==> src/rtl/acc_alu_pkg.sv <==
package acc_alu_pkg;

   localparam int OPC_W = 8;

   localparam logic [OPC_W-1:0] OPC_ADD  = 8'h00;
   localparam logic [OPC_W-1:0] OPC_STO  = 8'h01;
   localparam logic [OPC_W-1:0] OPC_LDA  = 8'h02;
   localparam logic [OPC_W-1:0] OPC_JMP  = 8'h03;
   localparam logic [OPC_W-1:0] OPC_JNG  = 8'h04;
   localparam logic [OPC_W-1:0] OPC_SUB  = 8'h05;
   localparam logic [OPC_W-1:0] OPC_XOR  = 8'h06;
   localparam logic [OPC_W-1:0] OPC_OR   = 8'h07;
   localparam logic [OPC_W-1:0] OPC_AND  = 8'h08;
   localparam logic [OPC_W-1:0] OPC_JPS  = 8'h09;
   localparam logic [OPC_W-1:0] OPC_JZR  = 8'h0A;
   localparam logic [OPC_W-1:0] OPC_ADDI = 8'h0B;
   localparam logic [OPC_W-1:0] OPC_DSP  = 8'h0C;
   localparam logic [OPC_W-1:0] OPC_SHL  = 8'h0D;
   localparam logic [OPC_W-1:0] OPC_SHR  = 8'h0E;

   typedef enum logic [2:0] {
      SEL_HOLD,
      SEL_ARITH,
      SEL_PASS,
      SEL_XOR,
      SEL_OR,
      SEL_AND,
      SEL_SHIFT
   } res_sel_e;

   typedef struct packed {
      res_sel_e sel;
      logic     use_imm;
      logic     subtract;
      logic     shift_right;
      logic     we;
   } alu_ctl_t;

endpackage

==> src/rtl/acc_alu_decode.sv <==
module acc_alu_decode
   import acc_alu_pkg::*;
(
   input  logic [OPC_W-1:0] opcode,
   output alu_ctl_t         ctl
);

   always_comb begin
      ctl = '{sel: SEL_HOLD, use_imm: 1'b0, subtract: 1'b0, shift_right: 1'b0, we: 1'b0};
      unique case (opcode)
         OPC_ADD:  begin ctl.sel = SEL_ARITH; ctl.we = 1'b1; end
         OPC_SUB:  begin ctl.sel = SEL_ARITH; ctl.subtract = 1'b1; ctl.we = 1'b1; end
         OPC_ADDI: begin ctl.sel = SEL_ARITH; ctl.use_imm = 1'b1; ctl.we = 1'b1; end
         OPC_LDA:  begin ctl.sel = SEL_PASS;  ctl.we = 1'b1; end
         OPC_XOR:  begin ctl.sel = SEL_XOR;   ctl.we = 1'b1; end
         OPC_OR:   begin ctl.sel = SEL_OR;    ctl.we = 1'b1; end
         OPC_AND:  begin ctl.sel = SEL_AND;   ctl.we = 1'b1; end
         OPC_SHL:  begin ctl.sel = SEL_SHIFT; ctl.we = 1'b1; end
         OPC_SHR:  begin ctl.sel = SEL_SHIFT; ctl.shift_right = 1'b1; ctl.we = 1'b1; end
         default:  ;
      endcase
   end

endmodule

==> src/rtl/acc_alu_adder.sv <==
module acc_alu_adder #(
   parameter int W = 16
) (
   input  logic [W-1:0] a,
   input  logic [W-1:0] b,
   input  logic         subtract,
   output logic [W-1:0] sum
);

   logic [W-1:0] b_eff;

   always_comb begin
      b_eff = b ^ {W{subtract}};
      sum   = a + b_eff + W'(subtract);
   end

endmodule

==> src/rtl/acc_alu_shifter.sv <==
module acc_alu_shifter #(
   parameter int W      = 16,
   parameter int AMT_W  = 4,
   parameter bit BARREL = 1'b1
) (
   input  logic [W-1:0]     din,
   input  logic [AMT_W-1:0] amt,
   input  logic             to_right,
   output logic [W-1:0]     dout
);

   generate
      if (BARREL) begin : g_barrel
         logic [W-1:0] stage [0:AMT_W];
         assign stage[0] = din;
         for (genvar i = 0; i < AMT_W; i++) begin : g_stage
            localparam int DIST = 1 << i;
            assign stage[i+1] = !amt[i] ? stage[i]
                              : (to_right ? (stage[i] >> DIST) : (stage[i] << DIST));
         end
         assign dout = stage[AMT_W];
      end else begin : g_flat
         assign dout = to_right ? (din >> amt) : (din << amt);
      end
   endgenerate

endmodule

==> src/rtl/acc_alu_flags.sv <==
module acc_alu_flags #(
   parameter int W = 16
) (
   input  logic [W-1:0] value,
   output logic         neg,
   output logic         pos,
   output logic         zero
);

   always_comb begin
      neg  = value[W-1];
      zero = (value == '0);
      pos  = !neg && !zero;
   end

endmodule

==> src/rtl/acc_alu.sv <==
module acc_alu
   import acc_alu_pkg::*;
#(
   parameter int DATA_W       = 16,
   parameter int FIELD_W      = 8,
   parameter int SHAMT_W      = 4,
   parameter bit BARREL_SHIFT = 1'b1
) (
   input  logic [DATA_W-1:0]  ac_i,
   input  logic [DATA_W-1:0]  mdr_i,
   input  logic [FIELD_W-1:0] field_i,
   input  logic [OPC_W-1:0]   opcode_i,
   output logic [DATA_W-1:0]  next_ac_o,
   output logic               ac_we_o,
   output logic               neg_o,
   output logic               pos_o,
   output logic               zero_o
);

   localparam int MAX_SHAMT = (1 << SHAMT_W) - 1;

   generate
      if (DATA_W < 2) begin : g_bad_width
         $error("acc_alu: DATA_W must be at least 2");
      end
      if (FIELD_W > DATA_W) begin : g_bad_field
         $error("acc_alu: FIELD_W must not exceed DATA_W");
      end
      if (SHAMT_W > FIELD_W) begin : g_bad_shamt
         $error("acc_alu: SHAMT_W must fit inside the operand field");
      end
      if (MAX_SHAMT >= DATA_W) begin : g_bad_range
         $error("acc_alu: shift range must stay below DATA_W");
      end
   endgenerate

   alu_ctl_t          ctl;
   logic [DATA_W-1:0] operand_b;
   logic [DATA_W-1:0] arith_res;
   logic [DATA_W-1:0] shift_res;

   acc_alu_decode u_decode (
      .opcode (opcode_i),
      .ctl    (ctl)
   );

   assign operand_b = ctl.use_imm ? DATA_W'(field_i) : mdr_i;

   acc_alu_adder #(.W(DATA_W)) u_adder (
      .a        (ac_i),
      .b        (operand_b),
      .subtract (ctl.subtract),
      .sum      (arith_res)
   );

   acc_alu_shifter #(.W(DATA_W), .AMT_W(SHAMT_W), .BARREL(BARREL_SHIFT)) u_shifter (
      .din      (ac_i),
      .amt      (field_i[SHAMT_W-1:0]),
      .to_right (ctl.shift_right),
      .dout     (shift_res)
   );

   acc_alu_flags #(.W(DATA_W)) u_flags (
      .value (ac_i),
      .neg   (neg_o),
      .pos   (pos_o),
      .zero  (zero_o)
   );

   always_comb begin
      unique case (ctl.sel)
         SEL_ARITH: next_ac_o = arith_res;
         SEL_PASS:  next_ac_o = mdr_i;
         SEL_XOR:   next_ac_o = ac_i ^ mdr_i;
         SEL_OR:    next_ac_o = ac_i | mdr_i;
         SEL_AND:   next_ac_o = ac_i & mdr_i;
         SEL_SHIFT: next_ac_o = shift_res;
         default:   next_ac_o = ac_i;
      endcase
   end

   assign ac_we_o = ctl.we;

endmodule

==> config.mk <==
export PLATFORM = sky130hd
export DESIGN_NAME = acc_alu
export DESIGN_NICKNAME = d
export VERILOG_FILES = /design/src/rtl/acc_alu_pkg.sv /design/src/rtl/acc_alu_decode.sv /design/src/rtl/acc_alu_adder.sv /design/src/rtl/acc_alu_shifter.sv /design/src/rtl/acc_alu_flags.sv /design/src/rtl/acc_alu.sv
export SDC_FILE = /design/constraint.sdc
export NUM_CORES = 1
export LEC_CHECK = 0
export ABC_AREA = 1
export BUFFER_PORTS_ARGS = -buffer_cell sky130_fd_sc_hd__buf_2
export CORE_MARGIN = 3
export CORE_UTILIZATION = 60
export DETAILED_ROUTE_END_ITERATION = 7
export PLACE_DENSITY = 0.86
export SKIP_LAST_GASP = 1
export SYNTH_ARGS = -nofsm -noshare
export SYNTH_HDL_FRONTEND = slang
export SYNTH_SLANG_ARGS = --single-unit
==> constraint.sdc <==
create_clock -name vclk -period 5.2
set_input_delay 1.3 -clock vclk [all_inputs]
set_output_delay 1.3 -clock vclk [all_outputs]
set_load 0.05 [all_outputs]
# Word-level counts from Yosys, hierarchy flattened
# Cells that the tools add are included.
# classes
n_addsub	2
n_eq_ne	14
muxes	15
bitwise_logic	4
n_reduce_logical	8
# op_table
operator	n
16-bit two-way mux	9
16-bit one-hot mux with 6 select lines	1
8-bit by 4-bit equality test with 1-bit output (second input constant)	4
16-bit XOR	2
8-bit by 3-bit equality test with 1-bit output (second input constant)	3
3-bit one-hot mux with 6 select lines	1
16-bit by 1-bit adder with 16-bit output	1
16-bit adder	1
16-bit bitwise AND	1
16-bit logical NOT	1
16-bit OR	1
3-bit equality test (second input constant)	3
9-bit OR reduction	1
8-bit by 2-bit equality test with 1-bit output (second input constant)	1
8-bit logical NOT	1
3-bit by 2-bit equality test with 1-bit output (second input constant)	2
1-bit two-way mux	4
3-bit by 1-bit equality test with 1-bit output (second input constant)	1
3-bit OR reduction	1
1-bit logical NOT	2
2-bit OR reduction	1
1-bit logical AND	1
# word_totals
reg_bits	0
in_bits	48
out_inout_bits	20
wordCells	43

# Longest topological paths before layout
# Gate-level depths: netlist of run 1.
# depth
word_depth	11
depth_mapped	22
mapped_depth_nobuf	22

# Modules after synthesis
# A second synthesis of run 1 with hierarchy kept.
# hier_totals
cells_unflattened	827
hier_area_um2	4526.8
# modules_own_cells
mod	instances	cells_per_inst	area_per_inst_um2	seq_area_each_um2
acc_alu	1	336	1899.3	0.0
acc_alu_shifter	1	260	1332.5	0.0
acc_alu_adder	1	171	1023.5	0.0
acc_alu_decode	1	43	200.2	0.0
acc_alu_flags	1	17	71.3	0.0

# Least setup slack after synthesis of run 1
# No wires, ideal clock.
# synth_timing
kind	input to output
start	input opcode_i[6]
end	output next_ac_o[10]
t_arrival_ns	4.243
t_required_ns	3.900
slack_ns	-0.343
stages	15
path_buffers	1
path_cell_list	inv_1 nand2_1 nor2_4 nand2_4 clkbuf_1 o21ai_0 xor2_1 fa_1 o21ai_0 a21oi_1 o21ai_0 xnor2_1 nor2_1 nor2_1 a21oi_1
# synth_between
elab_chain_cells	11
word_cells_on_any_way	34
cone_classes	add/sub: 2; eq/ne: 14; mux: 14; bitwise: 1; reduce/logical: 3
# synth_lines
element	line_no	text
start, declared	acc_alu.sv:12	input logic [OPC_W-1:0] opcode_i,
branches (longest 10 deep; another with 16-bit adder)	--	
16-bit one-hot mux with 6 select lines (*)	acc_alu.sv:71	unique case (ctl.sel)
end, declared	acc_alu.sv:13	output logic [DATA_W-1:0] next_ac_o,
# Every way passes the cells marked *.

# Worst setup path after layout of run 1
# layout_timing
start	input opcode_i[7]
end	output next_ac_o[11]
# The elaborated chain is that of the path after synthesis.

==> run summary, run 1 <==
=====================================================================================================
Floorplan die width ....................................................................      85.5 um
Number of hold-repair buffers added at the cts stage ...................................            0
Worst Path Class, Setup ................................................................    in -> out
Xor and xnor fraction of the mapped netlist area .......................................        4.39%
Post-route DRC violation count .........................................................            0
Main combinational cell family by area after synthesis ................................. simple AND/OR/NAND/NOR gates
Synth Area in Simple Gates .............................................................        48.5%
Placement-stage worst setup slack ......................................................    -0.176 ns
Final setup violation count ............................................................            9
Detailed-routing iteration count for the pre-antenna-repair pass .......................            8
Average cell area after synthesis ......................................................    5.45 um^2
Critical path's most frequent cell .....................................................        buf_6
Status ................................................................................. finished with violations
Distinct cell type count after synthesis ...............................................           48
Power per cell area .................................................................... 86.8 nW/um^2
Setup slack after layout ...............................................................    -0.126 ns
Reported leakage power .................................................................   0.00254 uW
Cells along the critical path .......................................................... buf_6, inv_2, nand2_2, nor2_4, nand2_4, buf_6, nand2_2, o21ai_2, xor2_1, ha_1, a21oi_2, o21ai_1, a21oi_1, nand2_1, buf_4, a21oi_2, o21ai_1, nand3_1, nand2_1, inv_1, buf_6
Final-report max-slew violation count ..................................................            0
Max stage delay cell, worst path .......................................................         ha_1
Clock tree buffer count of the final layout ............................................            0
Port bufs ..............................................................................           68
Std-Cell Rows ..........................................................................           28
Hold Path Sink .........................................................................        neg_o
Mux cell area share after synthesis ....................................................           0%
Antenna viol nets, final ...............................................................            0
Mean routed wirelength per cell ........................................................      17.9 um
Post-synthesis cell area ...............................................................    3790 um^2
Number of sequential storage elements ..................................................            0
Hold Path Stages .......................................................................            2
Placer Congestion ......................................................................         1.03
Maximum number of pins on one net before global-route repair ...........................           19
IO Count ...............................................................................           68
Maximum achievable frequency ...........................................................      188 MHz
Unrepaired setup endpoints after global routing ........................................         true
Final worst hold slack .................................................................      2.97 ns
Tightest Hold Check Type ...............................................................    in -> out
Via total after detailed routing .......................................................         5567
Final global-route overflow total ......................................................            0
Die Footprint ..........................................................................    7310 um^2
Final Core Density .....................................................................        79.0%
Total nets after synthesis .............................................................          792
Worst rel slew slack ...................................................................        59.2%
Max Cap Violations .....................................................................            0
GRT Util Overall .......................................................................        40.1%
Kind of start point of the critical path ...............................................    input pin
Post-synthesis share of cell area spent on full adders, half adders and majority gates .        16.4%
Maximum single-stage delay on the critical path ........................................      0.39 ns
Launch point of the worst hold path ....................................................     ac_i[15]
Total Power Consumption ................................................................       413 uW
Non-filler instance count after layout .................................................          870
Post-synthesis sequential area ratio ...................................................           0%
Number of instances in the synthesized netlist .........................................          695
Post-DR vias/cell ......................................................................         6.40
Complex-gate fraction of the synthesized area ..........................................        18.2%
Final number of hold-violating endpoints ...............................................            0
Tightest Pin Transition ................................................................     0.611 ns
Fin crit period ........................................................................      5.33 ns
Data arrival, critical path ............................................................      4.03 ns
Endpoint class of the critical path ....................................................   output pin
Violations in the final reports ........................................................ setup timing
Number of antenna violations at the first check in global routing ......................            0
Post-detail-place hpwl .................................................................     11700 um
FF+latch area ..........................................................................       0 um^2
Total instance count after detailed placement ..........................................          859
Share of layout cells above drive strength 1 ...........................................        25.2%
Peak fanout along the critical path ....................................................            7
Antenna diode instance count ...........................................................            0
Wire length of the first global-routing pass ...........................................     24200 um
Area Growth Syn to Fin .................................................................        25.6%
Total number of yosys warnings .........................................................            0
Sum of routed wire length over all layers ..............................................     15500 um
Die height .............................................................................      85.5 um
IR drop worst, VDD .....................................................................    0.0661 mV
Vias in the first global route .........................................................         5099
Worst endpoint required time ...........................................................      3.90 ns
DRC violation total after the first TritonRoute iteration ..............................          750
Initial standard-cell utilization of the core ..........................................        62.9%
Final #Nets ............................................................................          894
# fillers ..............................................................................          442
Fraction of the cycle the final worst path needs .......................................         102%
Placeable core region ..................................................................    6030 um^2
=====================================================================================================
[critical path: cells and delay by family]
| family | cells | cell delay (ns) |
|---|---|---|
| compound gates | 6 | 0.73 |
| xor+xnor | 1 | 0.17 |
| buf+inv | 6 | 0.68 |
| simple gates | 7 | 0.75 |
| fa+ha+maj | 1 | 0.39 |
[placed cells by master, fill, tap and decap left out, types with 5 or more instances in the layout]
cell type and n:
xor2_1 16, a21oi_2 9, inv_2 12, a21oi_1 28, nand4_1 15, ha_1 48
o21ai_1 15, buf_2 52, nand3_1 106, nand2_2 16, nor2_2 6, o2bb2ai_1 7
inv_1 66, o21ai_0 22, a221oi_1 8, buf_4 54, nand2_1 193, nor2_1 39
nor3_1 5, buf_6 18, nor2_4 8
[stage by stage]
step / TNS [ns] / instance area, um^2
after floorplan: -0.0432 / 3800
after global placement: -0.323 / 4430
after detailed placement: -0.831 / 4430
after CTS: -0.0242 / 4490
after global routing: -2.27 / 4760
final: -0.564 / 4760
[power by group]
part / total, uW / switching, uW / internal [uW]
combinational: 413 / 262 / 151
clock: 0 / 0 / 0
sequential: 0 / 0 / 0
total: 413 / 262 / 151
[cells in the mapped netlist (3+ instances only)]
cell	number	share of area [%]
nand2_1	202	20
nand3_1	107	14
inv_1	71	7.0
ha_1	48	16
nor2_1	46	4.6
a21oi_1	38	5.0
o21ai_0	34	4.5
xor2_1	17	3.9
nand4_1	15	2.5
buf_2	10	1.3
a221oi_1	8	1.8
clkbuf_1	7	0.69
inv_2	7	0.69
nand2_2	7	1.2
o2bb2ai_1	7	1.6
nor3_1	6	0.79
o21ai_1	6	0.79
nor2_4	5	1.5
buf_4	4	0.79
clkinv_1	4	0.40
o2111ai_1	4	0.92
buf_6	3	0.89
nand3_2	3	0.79
o22ai_1	3	0.50
[per-layer routing]
metal  track usage, %  share of wire [%]
met4             16.1                5.6
met2             66.1                 45
met1             50.3                 35
met5                0                  0
met3             8.93                 14
[cell type report]
| cell class | instances | area (um^2) | share of cell area, % |
|---|---|---|---|
| Inverter | 83 | 314 | 6.60 |
| Tap cell | 75 | 93.8 | 1.97 |
| Timing Repair Buffer | 124 | 868 | 18.2 |
| Multi-Input combinational cell | 588 | 3480 | 73.2 |
[worst max-delay path by stage]
stage           startpoint            end  slack, ns
2_1_floorplan  opcode_i[6]  next_ac_o[10]      -0.04
3_3_place_gp   opcode_i[6]  next_ac_o[15]      -0.08
3_5_place_dp   opcode_i[7]  next_ac_o[10]      -0.18
4_1_cts        opcode_i[5]  next_ac_o[10]      -0.01
5_1_grt        opcode_i[3]  next_ac_o[15]      -0.27
6_report       opcode_i[7]  next_ac_o[11]      -0.13
[timing repair]
action	CTS	global route
buffers inserted	1	8
setup endpoints to repair	10	14
resized for setup	15	74
gates cloned	2	0
pin swaps	2	23
[logic make-up (layout without fill, tap and decap cells)]
family | Yosys count | count (layout)
fa+ha+maj | 49 | 49
compound gates | 113 | 113
xor+xnor | 19 | 19
buf+inv | 109 | 207
simple gates | 405 | 407
Power figures use the tool's default switching activity.
==> inputs of run 2 (changes only) <==
CORE_UTILIZATION = 55   (was 60)
PLACE_DENSITY = 0.8   (was 0.86)
==> run summary, run 2 (synthesis results as in run 1) <==
================================================================================
Status ............................................................ finished with violations
Violations in the final reports ................................... setup timing
Instance area at placement ........................................    4450 um^2   +0.57%
Sum of routed wire length over all layers .........................     17100 um   +10%
Final number of hold-violating endpoints ..........................            0   unchanged
Power per cell area ............................................... 87.5 nW/um^2   +0.85%
Number of antenna violations at the first check in global routing .            0   unchanged
Placer Congestion .................................................         1.03   +0.92%
Maximum achievable frequency ......................................      183 MHz   -2.4%
Peak fanout along the critical path ...............................           10   +3
Mean routed wirelength per cell ...................................      19.6 um   +9.7%
Floorplan die width ...............................................      89.0 um   +4.1%
Tightest Pin Transition ...........................................     0.573 ns   -0.0389 ns
# fillers .........................................................          519   +17%
Worst Path Class, Setup ...........................................    in -> out
Reported leakage power ............................................   0.00258 uW   +1.3%
Clock tree buffer count of the final layout .......................            0   unchanged
Detailed-routing iteration count for the pre-antenna-repair pass ..            6   -2
Share of layout cells above drive strength 1 ......................        26.4%   +1.3 points
Maximum single-stage delay on the critical path ...................      0.37 ns   -0.02 ns
Number of sequential storage elements .............................            0   unchanged
Max stage delay cell, worst path ..................................         ha_1
Endpoint class of the critical path ...............................   output pin
Unrepaired setup endpoints after global routing ...................         true
Antenna viol nets, final ..........................................            0   unchanged
Number of hold-repair buffers added at the cts stage ..............            0   unchanged
Final global-route overflow total .................................            0   unchanged
Met3 routed WL ....................................................      2070 um   -3.1%
Maximum number of pins on one net before global-route repair ......           19   unchanged
Area Growth Syn to Fin ............................................        28.1%
Fin crit period ...................................................      5.46 ns   +0.134 ns
Fraction of the cycle the final worst path needs ..................         105%   +2.6 points
Post-detail-place hpwl ............................................     12400 um   +5.9%
DRC violation total after the first TritonRoute iteration .........          671   -11%
Final setup violation count .......................................           12   +3
Initial standard-cell utilization of the core .....................        58.4%   -4.5 points
Met2 Routed Length ................................................      7730 um   +10%
Port bufs .........................................................           68   unchanged
Most common library cell in the layout ignoring fill and taps .....      nand2_1
Setup TNS .........................................................     -1.49 ns   -0.929 ns
Hold Path Stages ..................................................            2   unchanged
Post-route DRC violation count ....................................            0   unchanged
Via total after detailed routing ..................................         5746   +3.2%
Post-DR vias/cell .................................................         6.56   +2.5%
Placeable core region .............................................    6490 um^2   +7.8%
FF+latch area .....................................................       0 um^2   unchanged
Highest metal layer with signal wires .............................         met4
Setup slack after layout ..........................................    -0.260 ns   -0.134 ns
Post-Layout Inst Area .............................................    4850 um^2   +2.0%
Final-report max-slew violation count .............................            0   unchanged
GRT Util Overall ..................................................        39.6%   -0.54 points
Antenna diode instance count ......................................            0   unchanged
Worst rel slew slack ..............................................        61.8%   +2.6 points
Worst endpoint required time ......................................      3.90 ns   about the same
Data arrival, critical path .......................................      4.16 ns   +0.13 ns
Std-Cell Rows .....................................................           29   +3.6%
Critical path's most frequent cell ................................      nand2_1
Cells along the critical path ..................................... buf_2, inv_1, nand2_1, nor2_2, nand2_2, buf_12, xor2_2, buf_4, ha_1, nand2_2, o21ai_1, a21oi_1, nand2_2, nand2_1, nand2_1, nand2_1, nand2_1, nor2_1, nor2_1, nor2_2, buf_6
Leading cell types in the layout, fill and taps excluded .......... nand2_1, nand3_1, inv_1
Die Footprint .....................................................    7920 um^2   +8.4%
Post-route met1 wirelength ........................................      5990 um   +8.7%
IO Count ..........................................................           68   unchanged
IR drop worst, VDD ................................................    0.0717 mV   +8.5%
Tightest Hold Check Type ..........................................    in -> out
Vias in the first global route ....................................         5181   +1.6%
Die height ........................................................      89.0 um   +4.1%
Max Cap Violations ................................................            0   unchanged
Kind of start point of the critical path ..........................    input pin
Final #Nets .......................................................          898   +0.45%
Wire length of the first global-routing pass ......................     24800 um   +2.5%
================================================================================
## run 2: changes by cell type in the layout (fill, tap and decap cells not counted), sizes merged
cell | previous run | this run
buf | 124 | 129
nand2 | 213 | 212
## run 2: per-stage QoR
step / setup WS (ns) / instances / power, uW / utilization [%] / hold slack, ns
after floorplan: -0.0432 / 695 / 235 / - / 2.77
after global placement: -0.0384 / 864 / 352 / 68.6 / 2.96
after detailed placement: -0.133 / 864 / 360 / 68.6 / 2.96
after CTS: -0.0243 / 864 / 367 / 69.2 / 2.96
after global routing: -0.324 / 876 / 454 / 74.7 / 2.98
final: -0.260 / 876 / 425 / 74.7 / 2.97
## run 2: layer usage
layer	up-vias	track usage (%)
met5	-	0
met4	0	19.8
met3	163	6.82
met2	475	66.9
met1	2555	48.2
li1	2553	-
## run 2: path summary, 6_finish.rpt
path                        end        start  slack [ns]
hold / removal            neg_o     ac_i[15]        2.97
setup / recovery  next_ac_o[15]  opcode_i[3]       -0.26
## run 2: final cells by class
type                       instances  area, um^2  area share, %
inverter                          83         317           6.52
timing repair buffer             129         902           18.6
multi-input combinational        587        3540           72.9
tap                               77        96.3           1.99
## run 2: what timing repair did
item | CTS | global route
pin swaps | 1 | 29
cloned | 0 | 1
setup endpoints to repair | 10 | 13
buffers inserted | 0 | 11
gates resized for setup | 14 | 83
## run 2: power by group
part	switching (uW)	internal, uW
clock network	0	0
registers	0	0
logic	272	153
## run 2: worst max-delay path: cells and delay by family
kind	cells	cell delay, ns
AND/OR/NAND/NOR	12	1.24
buffers and inverters	5	0.72
adder cells (fa/ha/maj)	1	0.37
AO/OA/AOI/OAI	2	0.35
XOR/XNOR	1	0.16
==> inputs of run 3 (changes only) <==
ABC_AREA = default   (was 1)
==> run summary, run 3 <==
=====================================================================================================
Status ................................................................................. stopped before the end
Terminating stage of the flow .......................................................... global routing
Error .................................................................................. [ERROR GRT-0232] Routing congestion too high. Check the congestion heatmap in the GUI.
Worst EP Category ...................................................................... top-level output
Leading post-synthesis cells by cell area .............................................. ha_1, nand2_1, a21oi_1
Main combinational cell family by area after synthesis ................................. compound AO/OA/AOI/OAI gates
Post-detail-place hpwl .................................................................     13400 um   +8.5%
Initial standard-cell utilization of the core ..........................................        57.5%   -0.83 points
Most frequent cells after synthesis .................................................... nand2_1, ha_1, nor2_1, a21oi_1, inv_1
Fraction of synthesized cell area taken by the top area cell type ......................        16.2%   -3.8 points
Synth Area in Simple Gates .............................................................        25.8%   -23 points
Worst endpoint, post-GRT repair ........................................................ next_ac_o[13]
Total number of yosys warnings .........................................................            0   unchanged
Post-synthesis share of cell area spent on full adders, half adders and majority gates .        16.7%   +0.33 points
Port bufs ..............................................................................           68   unchanged
Std-Cell Rows ..........................................................................           29   unchanged
GRT Util Overall .......................................................................        68.4%
Die height .............................................................................      88.2 um   -0.93%
Total nets after synthesis .............................................................          673   -15%
Xor and xnor fraction of the mapped netlist area .......................................        7.07%   +2.7 points
Post-synthesis sequential area ratio ...................................................           0%   unchanged
Mux cell area share after synthesis ....................................................        3.30%   +3.3 points
Most repeated cell in the gate-level netlist after synthesis ...........................      nand2_1
Floorplan die width ....................................................................      88.2 um   -0.93%
Cell type with the highest aggregate area in the netlist ...............................         ha_1
Maximum number of pins on one net before global-route repair ...........................           49
Complex-gate fraction of the synthesized area ..........................................        38.1%   +20 points
Distinct cell type count after synthesis ...............................................           69   +44%
Average cell area after synthesis ......................................................    6.45 um^2   +18%
Post-synthesis cell area ...............................................................    3710 um^2   -2.0%
Final global-route overflow total ......................................................            2
IO Count ...............................................................................           68   unchanged
Placer Congestion ......................................................................         1.11   +7.3%
Number of instances in the synthesized netlist .........................................          576   -17%
=====================================================================================================
==> run 3: layer usage <==
layer | overflow | track usage [%]
met5 | 0 | 23.4
met1 | 0 | 69.1
met2 | 2 | 84.9
met4 | 0 | 66.3
met3 | 0 | 52.5
==> run 3: stage by stage <==
step                      cells  setup slack, ns  utilization, %  area [um^2]  hold WS, ns
after global placement      775           -0.682            74.9         4840         3.00
after detailed placement    775           -0.770            74.9         4840         3.00
after CTS                   781           -0.584            79.8         5150         2.99
after floorplan             576           -0.794               -         3880         2.77
==> run 3: what timing repair did <==
item / in CTS
gates resized for setup: 57
hold buffers: 0
pin swaps: 26
setup endpoints to repair: 14
buffers inserted: 6
==> run 3: logic make-up after synthesis <==
logic type,Yosys count
mux,11
compound gates,203
fa+ha+maj,49
buf+inv,80
simple gates,203
xor+xnor,30
==> inputs of run 4 (changes only) <==
CORE_UTILIZATION = 40   (was 55)
PLACE_DENSITY = default   (was 0.8)
PLACE_DENSITY_LB_ADDON = 0.15   (was default)
==> run summary, run 4 <==
================================================================================
Status ............................................................ finished with violations
Violations in the final reports ................................... setup timing
Reported leakage power ............................................   0.00252 uW
Fraction of the cycle the final worst path needs ..................         112%
Distinct cell type count after synthesis ..........................           69   unchanged
Endpoint class of the critical path ...............................   output pin
Setup slack after layout ..........................................    -0.600 ns
GRT Util Overall ..................................................        33.6%
Total nets after synthesis ........................................          673   unchanged
Fin crit period ...................................................      5.80 ns
Unrepaired setup endpoints after global routing ...................         true
Placer Congestion .................................................         1.01   -8.6%
DRC violation total after the first TritonRoute iteration .........          410
Post-detail-place hpwl ............................................     14100 um   +5.0%
Maximum single-stage delay on the critical path ...................      0.38 ns
Share of layout cells above drive strength 1 ......................        35.8%
Antenna diode instance count ......................................            0
Final number of hold-violating endpoints ..........................            0
Instance area at placement ........................................    5000 um^2   +3.4%
Cell type group with the largest total delay on the critical path . simple AND/OR/NAND/NOR gates
Die Footprint .....................................................   10500 um^2
Port bufs .........................................................           68   unchanged
Leading cell types in the layout, fill and taps excluded .......... buf_4, nand2_1, buf_2
Post-route DRC violation count ....................................            0
Max Cap Violations ................................................            0
Number of sequential storage elements .............................            0
Power per cell area ............................................... 90.6 nW/um^2
Detailed-routing iteration count for the pre-antenna-repair pass ..            5
Post-Layout Inst Area .............................................    5460 um^2
Most frequent cells after synthesis ............................... nand2_1, ha_1, nor2_1, a21oi_1, inv_1
Maximum achievable frequency ......................................      172 MHz
Worst rel slew slack ..............................................        51.2%
Peak fanout along the critical path ...............................            6
Final #Nets .......................................................          826
Post-synthesis sequential area ratio ..............................           0%   unchanged
Antenna viol nets, final ..........................................            0
Tightest Hold Check Type ..........................................    in -> out
Std-Cell Rows .....................................................           34   +17%
Post-DR vias/cell .................................................         6.22
Cell type with the highest aggregate area in the netlist ..........         ha_1
Total instance count after detailed placement .....................          823   +6.2%
Maximum number of pins on one net before global-route repair ......           49
Tightest Pin Transition ...........................................     0.731 ns
Fraction of synthesized cell area taken by the top area cell type .        16.2%   unchanged
Most common library cell in the layout ignoring fill and taps .....        buf_4
Cell count along the critical path ................................           16
Number of hold-repair buffers added at the cts stage ..............            0   unchanged
Vias in the first global route ....................................         4981
Number of instances in the synthesized netlist ....................          576   unchanged
Average cell area after synthesis .................................    6.45 um^2   unchanged
WP buf/inv ........................................................            4
Via total after detailed routing ..................................         5191
Clock tree buffer count of the final layout .......................            0
Sum of routed wire length over all layers .........................     17900 um
Final-report max-slew violation count .............................            0
Post-synthesis cell area ..........................................    3710 um^2   unchanged
Mean routed wirelength per cell ...................................      21.4 um
Kind of start point of the critical path ..........................    input pin
Hold Path Stages ..................................................            2
Area Growth Syn to Fin ............................................        46.9%
Placeable core region .............................................    8890 um^2
Final global-route overflow total .................................            0
Initial standard-cell utilization of the core .....................        41.8%   -16 points
Worst endpoint required time ......................................      3.90 ns
FF+latch area .....................................................       0 um^2
Total number of yosys warnings ....................................            0   unchanged
Most repeated cell in the gate-level netlist after synthesis ......      nand2_1
Number of antenna violations at the first check in global routing .            0
Final setup violation count .......................................           14
IO Count ..........................................................           68   unchanged
Die height ........................................................       102 um   +16%
Critical path's most frequent cell ................................     a221oi_2
Wire length of the first global-routing pass ......................     27200 um
Non-filler instance count after layout ............................          835
Data arrival, critical path .......................................      4.50 ns
IR drop worst, VDD ................................................    0.0594 mV
Max stage delay cell, worst path ..................................        or3_1
Leading post-synthesis cells by cell area ......................... ha_1, nand2_1, a21oi_1
Floorplan die width ...............................................       102 um   +16%
Cells along the critical path ..................................... buf_8, nor4_4, nand3_4, buf_12, mux2i_1, xor2_1, ha_1, nor2_1, or3_1, a221oi_2, buf_4, o21ai_1, xnor2_1, a221oi_2, a21oi_4, buf_6
Worst Path Class, Setup ...........................................    in -> out
================================================================================
run 4: cell type report:
type	instances	area, um^2
fillers	846	3430
inverters	39	146
multi-input cells	496	3750
well taps	108	135
repair buffers	192	1420
run 4: path summary, 6_finish.rpt:
kind,slack (ns),startpoint,endpoint
worst max-delay path,-0.60,opcode_i[6],next_ac_o[11]
worst min-delay path,3.06,ac_i[15],neg_o
run 4: metal layers:
layer | part of all wire (%) | track usage [%]
met1 | 40 | 45.5
met2 | 44 | 53.3
met3 | 11 | 5.39
met4 | 5.2 | 13.2
met5 | 0 | 0
run 4: kinds of logic after synthesis:
kind of cell             after synthesis  synth area share [%]
XOR/XNOR                              30                  7.07
AO/OA/AOI/OAI                        203                  38.1
AND/OR/NAND/NOR                      203                  25.8
buffers and inverters                 80                  8.96
multiplexers                          11                  3.30
adder cells (fa/ha/maj)               49                  16.7
run 4: power breakdown:
part           switching [uW]  leakage, uW  internal, uW
clock                       0            0             0
sequential                  0            0             0
combinational             283      0.00252           211
total                     283      0.00252           211
run 4: per-stage QoR:
stage / hold WS (ns) / TNS (ns) / setup slack (ns) / total power [uW] / utilization, %
3_3_place_gp: 3.05 / -5.80 / -0.659 / 422 / 56.3
3_5_place_dp: 3.04 / -6.42 / -0.744 / 428 / 56.3
2_1_floorplan: 2.77 / -3.83 / -0.794 / 250 / -
4_1_cts: 3.04 / -4.04 / -0.516 / 463 / 59.2
6_report: 3.06 / -4.99 / -0.600 / 494 / 61.4
5_1_grt: 3.06 / -7.07 / -0.753 / 529 / 61.4
run 4: timing repair:
action                                  in CTS  in global routing
hold endpoints to repair                     0                  0
pin swaps                                   20                 37
setup buffers                                6                 10
gates resized for setup                     57                 29
endpoints found under the setup margin      14                 16
